`src/rtl/cst_pkg.sv`:
```
// Shared types for the chip-select timing controller.
// Assumes: four delay fields in the fixed order lead, trail, hold, gap.
package cst_pkg;

    typedef enum logic [2:0] {
        ST_IDLE,
        ST_LEAD,
        ST_RUN,
        ST_PARK,
        ST_TRAIL,
        ST_HOLD,
        ST_GAP
    } cst_state_e;

    localparam int unsigned N_DLY     = 4;
    localparam int unsigned DLY_LEAD  = 0;
    localparam int unsigned DLY_TRAIL = 1;
    localparam int unsigned DLY_HOLD  = 2;
    localparam int unsigned DLY_GAP   = 3;

endpackage

```
`src/rtl/cst_delay_cnt.sv`:
```
// Down-counter shared by all timed states.
// It loads a nonzero delay and flags the last cycle of that delay.
// Assumes: the sequencer never loads zero and skips zero-length states itself.
module cst_delay_cnt #(
    parameter int unsigned W = 4
) (
    input  logic         clk,
    input  logic         rst_n,
    input  logic         load,
    input  logic [W-1:0] load_val,
    output logic         expire
);

    logic [W-1:0] cnt_q;

    // Load a new delay or count the current one down to zero.
    always_ff @(posedge clk) begin
        if (!rst_n)
            cnt_q <= '0;
        else if (load)
            cnt_q <= load_val;
        else if (cnt_q != '0)
            cnt_q <= cnt_q - 1'b1;
    end

    assign expire = (cnt_q == W'(1));


    load_nonzero_chk: assert property (@(posedge clk) disable iff (!rst_n)
        load |-> (load_val != '0));

endmodule

```
`src/rtl/cst_sticky.sv`:
```
// Pending-request flag: set by a pulse, held until consumed.
// Assumes: clear wins over set in the same cycle.
module cst_sticky (
    input  logic clk,
    input  logic rst_n,
    input  logic set,
    input  logic clr,
    output logic q
);

    // Hold a request until the sequencer takes it.
    always_ff @(posedge clk) begin
        if (!rst_n)
            q <= 1'b0;
        else if (clr)
            q <= 1'b0;
        else if (set)
            q <= 1'b1;
    end

endmodule

```
`src/rtl/cst_cs_drive.sv`:
```
// Decodes the captured select into active-low chip-select lines.
// Assumes: sel is stable while active is high.
module cst_cs_drive #(
    parameter int unsigned NUM_CS = 2,
    parameter int unsigned SEL_W  = 1
) (
    input  logic              active,
    input  logic [SEL_W-1:0]  sel,
    output logic [NUM_CS-1:0] cs_n
);

    for (genvar gi = 0; gi < NUM_CS; gi++) begin : g_line
        assign cs_n[gi] = !(active && (sel == SEL_W'(gi)));
    end

endmodule

```
`src/rtl/spi_cs_timer.sv`:
```
// Chip-select timing controller.
// It sequences lead, run, trail, hold and gap around each serial transfer,
// parks with chip select held between transfers that are not closed, and
// defers a stop to the next unit boundary.
// Assumes: cs_timing is static while busy; request inputs are single-cycle
// pulses synchronous to clk.
module spi_cs_timer
    import cst_pkg::*;
#(
    parameter int unsigned NUM_CS = 2,
    parameter int unsigned DLY_W  = 4,
    localparam int unsigned SEL_W = (NUM_CS > 1) ? $clog2(NUM_CS) : 1,
    localparam int unsigned TIM_W = N_DLY * DLY_W
) (
    input  logic              clk,
    input  logic              rst_n,
    input  logic [TIM_W-1:0]  cs_timing,
    input  logic [SEL_W-1:0]  cs_sel,
    input  logic              start_req,
    input  logic              xfer_done,
    input  logic              xfer_close,
    input  logic              stop_req,
    input  logic              unit_edge,
    output logic [NUM_CS-1:0] cs_n,
    output logic              sclk_en,
    output logic              data_oe,
    output logic              busy
);

    localparam int unsigned OFF_W = DLY_W + 1;
    localparam logic [OFF_W-1:0] OFF_MAX = '1;

    cst_state_e       st_q, st_d;
    logic [DLY_W-1:0] dly [N_DLY];
    logic [DLY_W-1:0] dly_lead, dly_trail, dly_hold, dly_gap;
    logic             cnt_ld, cnt_exp;
    logic [DLY_W-1:0] cnt_val;
    logic             take_sel;
    logic [SEL_W-1:0] sel_q;
    logic             start_pend, stop_pend;
    logic             go_start, stop_now, end_seq, cs_on;

    cst_state_e       lead_st, rel_st, hold_st, trl_st;
    logic             lead_ld, rel_ld, hold_ld, trl_ld;
    logic [DLY_W-1:0] rel_val, hold_val, trl_val;

    for (genvar gi = 0; gi < N_DLY; gi++) begin : g_field
        assign dly[gi] = cs_timing[gi*DLY_W +: DLY_W];
    end

    assign dly_lead  = dly[DLY_LEAD];
    assign dly_trail = dly[DLY_TRAIL];
    assign dly_hold  = dly[DLY_HOLD];
    assign dly_gap   = dly[DLY_GAP];

    assign go_start = start_req | start_pend;
    assign stop_now = stop_req | stop_pend;
    assign end_seq  = ((st_q == ST_RUN) &&
                       ((xfer_done && xfer_close) || (unit_edge && stop_now))) ||
                      ((st_q == ST_PARK) && stop_now);

    // Entry into the lead phase, skipped when the lead delay is zero.
    always_comb begin
        lead_ld = (dly_lead != '0);
        lead_st = lead_ld ? ST_LEAD : ST_RUN;
    end

    // Release step: enter the gap, or go idle when the gap is zero.
    always_comb begin
        rel_ld  = (dly_gap != '0);
        rel_st  = rel_ld ? ST_GAP : ST_IDLE;
        rel_val = dly_gap;
    end

    // Hold step: enter hold, or fall through to release.
    always_comb begin
        if (dly_hold != '0) begin
            hold_st = ST_HOLD; hold_ld = 1'b1; hold_val = dly_hold;
        end else begin
            hold_st = rel_st;  hold_ld = rel_ld; hold_val = rel_val;
        end
    end

    // Trail step: enter trail, or fall through to hold.
    always_comb begin
        if (dly_trail != '0) begin
            trl_st = ST_TRAIL; trl_ld = 1'b1; trl_val = dly_trail;
        end else begin
            trl_st = hold_st;  trl_ld = hold_ld; trl_val = hold_val;
        end
    end

    // Next-state and counter-load decision.
    always_comb begin
        st_d     = st_q;
        cnt_ld   = 1'b0;
        cnt_val  = '0;
        take_sel = 1'b0;
        unique case (st_q)
            ST_IDLE: if (go_start) begin
                take_sel = 1'b1;
                st_d     = lead_st;
                cnt_ld   = lead_ld;
                cnt_val  = dly_lead;
            end
            ST_LEAD: if (cnt_exp) st_d = ST_RUN;
            ST_RUN: begin
                if (end_seq) begin
                    st_d = trl_st; cnt_ld = trl_ld; cnt_val = trl_val;
                end else if (xfer_done) begin
                    st_d = ST_PARK;
                end
            end
            ST_PARK: begin
                if (end_seq) begin
                    st_d = trl_st; cnt_ld = trl_ld; cnt_val = trl_val;
                end else if (start_req) begin
                    st_d = ST_RUN;
                end
            end
            ST_TRAIL: if (cnt_exp) begin
                st_d = hold_st; cnt_ld = hold_ld; cnt_val = hold_val;
            end
            ST_HOLD: if (cnt_exp) begin
                st_d = rel_st; cnt_ld = rel_ld; cnt_val = rel_val;
            end
            ST_GAP: if (cnt_exp) begin
                if (go_start) begin
                    take_sel = 1'b1;
                    st_d     = lead_st;
                    cnt_ld   = lead_ld;
                    cnt_val  = dly_lead;
                end else begin
                    st_d = ST_IDLE;
                end
            end
            default: st_d = ST_IDLE;
        endcase
    end

    // State register.
    always_ff @(posedge clk) begin
        if (!rst_n) st_q <= ST_IDLE;
        else        st_q <= st_d;
    end

    // Capture the chip-select choice when a transfer group begins.
    always_ff @(posedge clk) begin
        if (!rst_n)        sel_q <= '0;
        else if (take_sel) sel_q <= cs_sel;
    end

    cst_delay_cnt #(.W(DLY_W)) u_cnt (
        .clk      (clk),
        .rst_n    (rst_n),
        .load     (cnt_ld),
        .load_val (cnt_val),
        .expire   (cnt_exp)
    );

    cst_sticky u_start_pend (
        .clk   (clk),
        .rst_n (rst_n),
        .set   (start_req && (st_q inside {ST_TRAIL, ST_HOLD, ST_GAP})),
        .clr   (take_sel),
        .q     (start_pend)
    );

    cst_sticky u_stop_pend (
        .clk   (clk),
        .rst_n (rst_n),
        .set   (stop_req && (st_q inside {ST_LEAD, ST_RUN})),
        .clr   (end_seq),
        .q     (stop_pend)
    );

    assign cs_on = st_q inside {ST_LEAD, ST_RUN, ST_PARK, ST_TRAIL, ST_HOLD};

    cst_cs_drive #(.NUM_CS(NUM_CS), .SEL_W(SEL_W)) u_drive (
        .active (cs_on),
        .sel    (sel_q),
        .cs_n   (cs_n)
    );

    assign sclk_en = (st_q == ST_RUN);
    assign data_oe = st_q inside {ST_RUN, ST_TRAIL, ST_HOLD};
    assign busy    = (st_q != ST_IDLE);

    // Checker state: cycles chip select has been high since release.
    logic [OFF_W-1:0] off_cnt;
    logic [OFF_W-1:0] gap_min;
    assign gap_min = (dly_gap == '0) ? OFF_W'(1) : OFF_W'(dly_gap);

    // Count released cycles, saturating.
    always_ff @(posedge clk) begin
        if (!rst_n)              off_cnt <= OFF_MAX;
        else if (cs_n != '1)     off_cnt <= '0;
        else if (off_cnt != OFF_MAX) off_cnt <= off_cnt + 1'b1;
    end


    reset_idle_chk: assert property (@(posedge clk)
        !rst_n |=> (cs_n == '1 && !sclk_en && !busy));


    cs_single_chk: assert property (@(posedge clk) disable iff (!rst_n)
        $onehot0(~cs_n));


    cs_sel_hold_chk: assert property (@(posedge clk) disable iff (!rst_n)
        (cs_n != '1 && $past(cs_n) != '1) |-> $stable(cs_n));


    sclk_gated_chk: assert property (@(posedge clk) disable iff (!rst_n)
        sclk_en |-> (cs_n != '1));


    close_gate_chk: assert property (@(posedge clk) disable iff (!rst_n)
        (sclk_en && xfer_done && xfer_close) |=> !sclk_en);


    park_keep_chk: assert property (@(posedge clk) disable iff (!rst_n)
        (sclk_en && xfer_done && !xfer_close && !unit_edge) |=> (!sclk_en && cs_n != '1));


    stop_wait_chk: assert property (@(posedge clk) disable iff (!rst_n)
        (sclk_en && stop_req && !unit_edge && !xfer_done) |=> (sclk_en && busy));


    gap_min_chk: assert property (@(posedge clk) disable iff (!rst_n)
        (cs_n != '1 && $past(cs_n) == '1) |-> (off_cnt >= gap_min));

endmodule

```
`config.mk`:
```
export PLATFORM = sky130hd
export DESIGN_NAME = spi_cs_timer
export DESIGN_NICKNAME = d
export VERILOG_FILES = /design/src/rtl/cst_pkg.sv /design/src/rtl/cst_delay_cnt.sv /design/src/rtl/cst_sticky.sv /design/src/rtl/cst_cs_drive.sv /design/src/rtl/spi_cs_timer.sv
export SDC_FILE = /design/constraint.sdc
export NUM_CORES = 1
export LEC_CHECK = 0
export ABC_AREA = 1
export BUFFER_PORTS_ARGS = -buffer_cell sky130_fd_sc_hd__buf_2
export CAP_MARGIN = 40
export CORE_MARGIN = 1
export CORE_UTILIZATION = 53
export CTS_CLUSTER_SIZE = 12
export DETAILED_ROUTE_END_ITERATION = 6
export PLACE_DENSITY = 0.8
export SETUP_SLACK_MARGIN = 0.15
export SYNTH_ARGS = -nofsm -noshare
export SYNTH_HDL_FRONTEND = slang
export SYNTH_SLANG_ARGS = --single-unit
```
`constraint.sdc`:
```
create_clock -name clk -period 1.93 [get_ports clk]
set_input_delay 0 -clock clk [delete_from_list [all_inputs] [get_ports clk]]
set_output_delay 0 -clock clk [all_outputs]
set_load 0.005 [all_outputs]
```
Word level (Yosys, flattened, before mapping)
Index checks and enable logic that the tools add are counted.

operators by class
  reductions and logical operators = 28
  equality and inequality tests = 14
  div/mod/pow operators = 0
  $mul = 0
  magnitude comparators = 0
  shift-type cells = 0
  bitwise operators = 4
  muxes and demuxes = 36
  add/sub/neg operators = 1

operators with widths
  kind                   number
  $mux W3                12
  $mux W4                9
  $pmux W3 S7            1
  $pmux W4 S5            1
  $reduce_bool A4 Y1     5
  $ne A2 B2 Y1 const B   5
  $eq A3 B3 Y1 const B   3
  $mux W1                9
  $reduce_bool A3 Y1     3
  $logic_and A1 B1 Y1    8
  $reduce_and A7 Y1      1
  $eq A3 B2 Y1 const B   2
  $reduce_or A2 Y1       3
  $pmux W1 S5            1
  $reduce_bool A5 Y1     1
  $eq A4 B1 Y1 const B   1
  $mux W2                2
  $reduce_bool A2 Y1     2
  $sub A4 B1 Y4 const B  1
  $eq A3 B1 Y1 const B   1
  $logic_not A3 Y1       1
  $ne A3 B2 Y1 const B   1
  $ne A3 B3 Y1 const B   1
  $logic_not A1 Y1       2
  4 further kinds        7

storage, ports and cells
  ROM bits = 0
  latch bits = 0
  bits in writable memories = 0
  memories = 0
  bits of input ports = 24
  register bits = 10

Longest topological paths before layout
Gate-level depths: netlist of the first run.

  word-level depth = 8
  mapped depth = 12
  depth with buffers taken out = 12

Hierarchy
Synthesis of the first run repeated with hierarchy kept, for this count alone.

second synthesis, totals
  cell total of the unflattened synthesis = 202
  area, all modules = 1119.8 um^2

by module, submodules not included
  module         cells an instance  area each (um^2)  times used
  spi_cs_timer   148                762.0             1
  cst_delay_cnt  41                 276.5             1
  cst_sticky     5                  35.0              2
  cst_cs_drive   3                  11.3              1

Worst setup path after synthesis of the first run
No wires, ideal clock.

  path type = reg-to-reg
  from = register st_q[2]
  to = register u_cnt.cnt_q[1]
  library setup time = 0.111 ns
  data arrival time = 1.305 ns
  data required time = 1.819 ns
  slack = 0.514 ns
  buffers on the path = 1
  period minus slack after synthesis = 1.416 ns
  cell stages (with the launch flop) = 11
  path through = dfxtp_1 -> buf_6 -> inv_1 -> nand2_2 -> or2_1 -> nor2_1 -> a21oi_4 -> nand3_2 -> nand2_1 -> nor2_1 -> nor2_1

between the ends
  longest elaborated chain between the ends = 6
  elaborated cells on any way between the ends = 16

ends and longest elaborated chain
  element                                        line                                                        text
  start, declared                                spi_cs_timer.sv:33                                          cst_state_e st_q, st_d;
  start signal, assigned                         spi_cs_timer.sv:144                                         else st_q <= st_d;
  $eq A3 B2 Y1, on equally long branches         spi_cs_timer.sv:58, spi_cs_timer.sv:99, spi_cs_timer.sv:60
  $logic_and A1 B1 Y1, on equally long branches  spi_cs_timer.sv:58, spi_cs_timer.sv:60
  $logic_or A1 B1 Y1                             spi_cs_timer.sv:59                                          ((xfer_done && xfer_close) || (unit_edge && stop_now))) ||
  $mux W4 or $mux W1 (tied branches)             spi_cs_timer.sv:108, spi_cs_timer.sv:115
  $pmux W4 S5 or $pmux W1 S5 (tied branches)     spi_cs_timer.sv:99                                          unique case (st_q)
  $mux W4 or $reduce_bool A2 Y1 (tied branches)  --
  end signal, assigned                           cst_delay_cnt.sv:21                                         cnt_q <= load_val;
  end signal, assigned                           cst_delay_cnt.sv:23                                         cnt_q <= cnt_q - 1'b1;
  end, declared                                  cst_delay_cnt.sv:14                                         logic [W-1:0] cnt_q;

Parallel ways exist; a longest one is shown, timed or not.
A chain may end at the register's enable or synchronous reset.

Final worst setup path of the first run
  from = register st_q[1]
  to = output cs_n[1]

between the ends
  longest elaborated chain between the ends = 4
  elaborated cells on any way between the ends = 8

ends and longest elaborated chain
  element                               line                 text
  $eq A3 B1 Y1 (tied with other cells)  spi_cs_timer.sv:177  assign cs_on = st_q inside {ST_LEAD, ST_RUN, ST_PARK, ST_TRAIL, ST_HOLD};
  $reduce_bool A5 Y1 (*)                spi_cs_timer.sv:177
  $logic_and A1 B1 Y1 (*)               cst_cs_drive.sv:13   assign cs_n[gi] = !(active && (sel == SEL_W'(gi)));
  $logic_not A1 Y1 (*)                  cst_cs_drive.sv:13
  end, declared                         spi_cs_timer.sv:24   output logic [NUM_CS-1:0] cs_n,

Every way passes the cells marked *; elsewhere a longest branch is shown, timed or not.

==> results.cfg, run 1 <==
[status]
status = finished clean

[critical_path]
critPathMaxFanout = 5
crit_required_ns = 1.93
critical_path.startpoint = st_q[1]
worstPathArrival_ns = 1.63
endpoint_kind = output port
path_class = register to output port
r2r-start = st_q[2]
cp-start-kind = register

[yosys]
synth_fp_nets = 228
syn_area_mm2 = 0.00116
synth_seq_cells = 10
yosysWarnings = 0
synth_cells = 201
yosys.area.top_type = nand2_1
synth_edf_count = 0
synthTopCellsByArea = nand2_1 19%, dfxtp_1 17%, nor2_1 9.4%, nand3_1 7.8%, inv_1 6.5%
netlist.area_leader.share_pct = 19.2
ys.flop_type = dfxtp_1
async_flop_share_pct = 0
ys_seq_area_share_pct = 17.3
synth_cell_types = 28
synth.avg_cell_area_um2 = 5.75

[cells_and_area]
instances_no_fill = 259
multi_input_area_um2 = 838
fin_nets = 260
n_antenna_cell = 0
nFillCells = 198
layout-drive-gt1-share_pct = 25.4
syn_to_final_growth_pct = 17.3
regArea_um2 = 201

[sta]
drv_slew = 0
rsz0062_at_grt = no
finalSetupTns_ns = 0
slew_headroom_pct = 74.5
fin_crit_sh_pct = 84.5
clock.fmax_mhz = 613
min_period_ns = 1.63
clock_skew_ns = 0.00283
hold_violations = 0
tightest_slew_ns = 0.381
setup_violations = 0

[cts]
cts_num_sinks = 10
clk_root_buffer_cell = clkbuf_4
path_clk_slew_ns = 0.07
h-tree-depth = 1
clock_path_buffers = 2
cts-buffers-inserted = 3
tritoncts = yes
clk_latency_ns = 0.27

[global_routing]
grt_pass1_vias = 1326
grt_max_degree = 12
globalRouteOverflowTotal = 0
grt_usage_pct = 28.0
grt_pass1_wl_um = 5340
antenna_found_initial = 0

[detailed_routing]
drt_wl_total_um = 2940
via_count = 1371
routed_via_density = 5.29
drt_pre_antenna_iters = 4
routedWlPerCell_um = 11.3
dr.first_iter.drc_count = 62
ant_nets = 0
drc = 0

[power]
combPwrFrac_pct = 64.8
pwr-share-seq_pct = 23.2
leakagePower_nw = 0.698
intPower_uw = 786
ir_worst_vdd_mv = 1.02
p_per_area_mw_per_mm2 = 1180
switching_share_pct = 50.7
clkPwrFrac_pct = 12.0
power_switching_uw = 809
power_mw = 1.59

[floorplan]
rows = 16
die_x_um = 48.7
die-area_mm2 = 0.00237
core_mm2 = 0.00200
io_pins = 29
initial_core_util_pct = 57.8
die_h_um = 48.7

[worst_hold_path]
hp-start = rst_n
min-delay-path-class = primary input to register

[place]
dp.cells = 255
dp.final_hpwl_um = 2440
portBuffers = 28
place.gp.congestion = 0.925

[job]
max-cap-violations = 0
-- path summary, 6_finish.rpt --
kind	depth (start not counted)	slack, ns	endpoint
worst min register to register	2	0.48	sel_q
worst max register to register	9	0.31	u_cnt.cnt_q[1]
worst min-delay path	3	0.02	u_cnt.cnt_q[1]
worst max-delay path	8	0.30	cs_n[1]
-- routing by layer --
metal  vias to the layer above  wire (um)  GRT usage [%]
met5                         -          0              0
met4                         0         36           5.88
met3                         6        189           5.97
met2                        57       1480           50.9
met1                       609       1230           33.4
li1                        699          -              -
-- synthesized netlist by cell type, types with 2 or more instances --
cell type and instances:
nor3_1 4, nand4_1 2, a21oi_1 13, nand3_2 4, nor2_2 3, o21ai_1 2
nand2_4 2, ha_1 3, inv_1 20, nand2_1 59, o21ai_0 7, dfxtp_1 10
nor2_4 2, nand3_1 18, or2_1 2, nand2_2 6, inv_2 5, nor2_1 29
-- what timing repair did --
action                     4_1_cts  5_1_grt
setup endpoints to repair        1        0
hold endpoints to repair         0        0
hold buffers                     0        0
setup buffers                    0        0
gates resized for setup          1        0
-- power by group through the flow --
stage	sequential, mW	clock, mW	combinational (mW)
6_report	0.370	0.192	1.03
5_1_grt	0.382	0.210	1.16
4_1_cts	0.369	0.197	1.03
3_5_place_dp	0.373	0	1.02
3_3_place_gp	0.365	0	0.995
2_1_floorplan	0.342	0	0.804
-- registers in the layout, indices dropped and copies added, names as in the netlist --
name            count
st_q                3
u_stop_pend.q       1
u_cnt.cnt_q         4
sel_q               1
u_start_pend.q      1
-- per-stage QoR --
step / hold slack (ns) / util, % / setup slack, ns / area [um2]
after floorplan: 0.125 / - / 0.514 / 1160
after global placement: 0.278 / 65.9 / 0.256 / 1320
after detailed placement: 0.294 / 65.9 / 0.178 / 1320
after CTS: 0.00556 / 67.8 / 0.307 / 1360
after global routing: 0.0410 / 67.8 / 0.169 / 1360
final: 0.0158 / 67.8 / 0.300 / 1360
-- kinds of logic after synthesis --
family | Yosys count | synth area share [%]
compound gates | 25 | 12.1
buf+inv | 28 | 10.2
flops | 10 | 17.3
fa+ha+maj | 3 | 3.25
xor+xnor | 2 | 1.52
simple gates | 133 | 55.6
-- layout make-up --
cell class	count	area share, %
Clock buffer	4	2.68
Multi-Input combinational cell	163	61.8
Sequential cell	10	14.9
Timing Repair Buffer	28	10.3
Tap cell	27	2.49
Inverter	27	7.84
-- critical path, stage by stage (launching register included) --
cell,delay (ns)
dfxtp_1,0.47
inv_2,0.11
nor3_4,0.27
inv_2,0.10
nand3_1,0.11
nor2_1,0.05
nand2_1,0.08
nand2_1,0.05
buf_2,0.12
-- layout by cell type (no fill, tap or decap) --
master / netlist / layout
ha_1: 3 / 3
inv_1: 20 / 20
nand3_2: 4 / 4
dfxtp_2: 0 / 1
nor2_2: 3 / 3
inv_2: 5 / 5
o21ai_1: 2 / 2
xnor2_1: 1 / 1
dfxtp_1: 10 / 9
a21boi_0: 1 / 1
a21oi_1: 13 / 13
nor2_1: 29 / 29
clkbuf_8: 0 / 1
buf_2: 0 / 28
clkbuf_4: 0 / 3
inv_6: 1 / 1
nor3_4: 1 / 1
nand4_1: 2 / 2
nor2_4: 2 / 2
nand2_4: 2 / 2
a21oi_4: 1 / 1
nor3_1: 4 / 4
nand2_1: 59 / 59
nand3_1: 18 / 18
xor2_1: 1 / 1
clkinv_1: 1 / 1
nand2_8: 1 / 1
or2_1: 2 / 2
o21ai_0: 7 / 7
nand2_2: 6 / 6
a31oi_1: 1 / 1
Power figures use the tool's default switching activity.
==> run 2, diff against run 1 <==
CORE_UTILIZATION = 48   (was 53)
PLACE_DENSITY = 0.76   (was 0.8)
clock period = 1.4 ns   (was 1.93 ns; I/O delays follow)
==> run 2 against run 1 <==
  * The flow now finishes with violations (setup timing)
  * Cell area is 29% higher
  * Non-clock buffer count is 31 higher
  * Wire length is 29% higher
  * First-iteration DRC count up 6.5%
  * Flip-flop and latch count is the same
  * Register-to-register slack worse by 0.40 ns
  * Clock-buffer cell count is the same
  * Total power is 85% higher
  * Die area rose by 10%
  * Sequential share of layout area down 2.7 points
  * Final cell count is 12% higher
  * Global-route usage increased by 2.1 points
  * Critical endpoint is now st_q[2]
==> results.cfg, run 2 (synthesized netlist as in run 1, its figures left out) <==
[status]
status = finished, violations left
violations = setup timing

[global_routing]
antenna_found_initial = 0
grt_pass1_vias = 1377
grt_max_degree = 11
grt_pass1_wl_um = 5920
globalRouteOverflowTotal = 0
grt_usage_pct = 30.2

[place]
portBuffers = 28
dp.final_hpwl_um = 2600
dp_slack_ns = -0.133
place.gp.congestion = 0.932

[cells_and_area]
layout_commonest_cell = nand2_1
fin_nets = 291
n_antenna_cell = 0
largest_reg_flops = 4
layout_common_cells = 56 x nand2_1, 28 x buf_4, 27 x buf_2, 20 x nor2_1, 18 x inv_1
layout-drive-gt1-share_pct = 45.6
finish.utilization_pct = 78.4
nFillCells = 173
largest_registers = u_cnt.cnt_q: 4 flops, st_q: 3 flops
syn_to_final_growth_pct = 51.5
regMostFlops = u_cnt.cnt_q

[critical_path]
critPathMaxFanout = 6
endpoint_kind = register
crit_required_ns = 1.60
cp-start-kind = register
worstPathArrival_ns = 1.70
rrSetupSlack_ns = -0.09
cp_slowest_cell = dfxtp_4
path_class = register to register
cp_cell_sequence = buf_4 -> buf_4 -> nor3_2 -> buf_4 -> nand2_4 -> nand3_1 -> nand2_1 -> a21oi_2
cp_slowest_stage_delay_ns = 0.39
cp_common_cell = buf_4

[cts]
clk_latency_ns = 0.27
clock_path_buffers = 2
cts-buffers-inserted = 3
ctsHoldBuffers = 0
path_clk_slew_ns = 0.07
cts_num_sinks = 10
h-tree-depth = 1
clk_root_buffer_cell = clkbuf_4
tritoncts = yes

[floorplan]
die_h_um = 51.1
io_pins = 29
die-area_mm2 = 0.00261
die_x_um = 51.1
core_mm2 = 0.00223
initial_core_util_pct = 51.8
rows = 17

[sta]
rsz0062_at_grt = yes
hold_violations = 0
slew_headroom_pct = 82.2
drv_slew = 0
finalSetupTns_ns = -0.531
clock_skew_ns = 0.00470
finalWorstSetupSlack_ns = -0.0920
clock.fmax_mhz = 670
setup_violations = 9
min_period_ns = 1.49
tightest_slew_ns = 0.264
fin_crit_sh_pct = 107

[power]
p_per_area_mw_per_mm2 = 1680
ir_worst_vdd_mv = 1.47
leakagePower_nw = 0.886

[detailed_routing]
top_layer = met4
drc = 0
wl_met3_um = 241
routedWlPerCell_um = 13.0
drt_wl_total_um = 3790
dr.first_iter.drc_count = 66
drt_pre_antenna_iters = 5
met1_length_um = 1500
ant_nets = 0
via_count = 1552
routed_via_density = 5.33
route.met2.wl_um = 2000

[worst_hold_path]
min-delay-path-class = primary input to register

[job]
max-cap-violations = 0
==> run 2: changes by cell type in the layout (fill, tap and decap cells not counted), moves of 4 or more <==
cell / change
nor2_2: +7
buf_6: +4
buf_4: +28
a21oi_2: +5
nor2_1: -9
a21oi_1: -5
==> run 2: area by class of cell <==
type	instances	area (um2)	share of cell area, %
clock buffer	4	36.3	2.07
sequential	10	213	12.1
multi-input combinational	163	968	55.3
timing repair buffer	59	390	22.3
inverter	27	109	6.21
tap	28	35.0	2.00
==> run 2: path summary, 6_finish.rpt <==
check / from / end / depth (start not counted)
worst max register to register: st_q[2] / st_q[2] / 8
worst min register to register: sel_q / sel_q / 2
worst max-delay path: st_q[2] / st_q[2] / 8
worst min-delay path: rst_n / u_cnt.cnt_q[1] / 3
==> run 2: report_power, final <==
| part | internal [mW] | leakage, nW | total, mW | switching (mW) |
|---|---|---|---|---|
| clock | 0.158 | 0.0210 | 0.271 | 0.113 |
| sequential | 0.401 | 0.0847 | 0.545 | 0.143 |
| combinational | 0.975 | 0.780 | 2.13 | 1.16 |
==> run 2: metrics by stage <==
step | hold WS [ns] | cell area [um2] | std cells | power [mW]
2_1_floorplan | 0.125 | 1180 | 201 | 1.62
3_5_place_dp | 0.302 | 1500 | 277 | 2.19
4_1_cts | 0.00623 | 1640 | 288 | 2.67
3_3_place_gp | 0.275 | 1500 | 277 | 2.17
5_1_grt | 0.00996 | 1750 | 291 | 3.18
6_report | 0.00694 | 1750 | 291 | 2.95
==> run 2: what timing repair did <==
action,in CTS,in global routing
cloned,0,0
pin swaps,6,6
setup endpoints to repair,13,14
gates resized for setup,13,29
setup buffers,7,3
==> run 2: metal layers <==
metal,vias up,GRT usage (%)
met1,711,35.8
li1,766,-
met5,-,0
met2,65,56.4
met4,0,4.63
met3,10,5.36
==> run 2: critical path: cells and delay by family, from the launching register on <==
kind	cells	cell delay, ns
buf+inv	3	0.45
flops	1	0.39
compound gates	1	0.15
simple gates	4	0.45
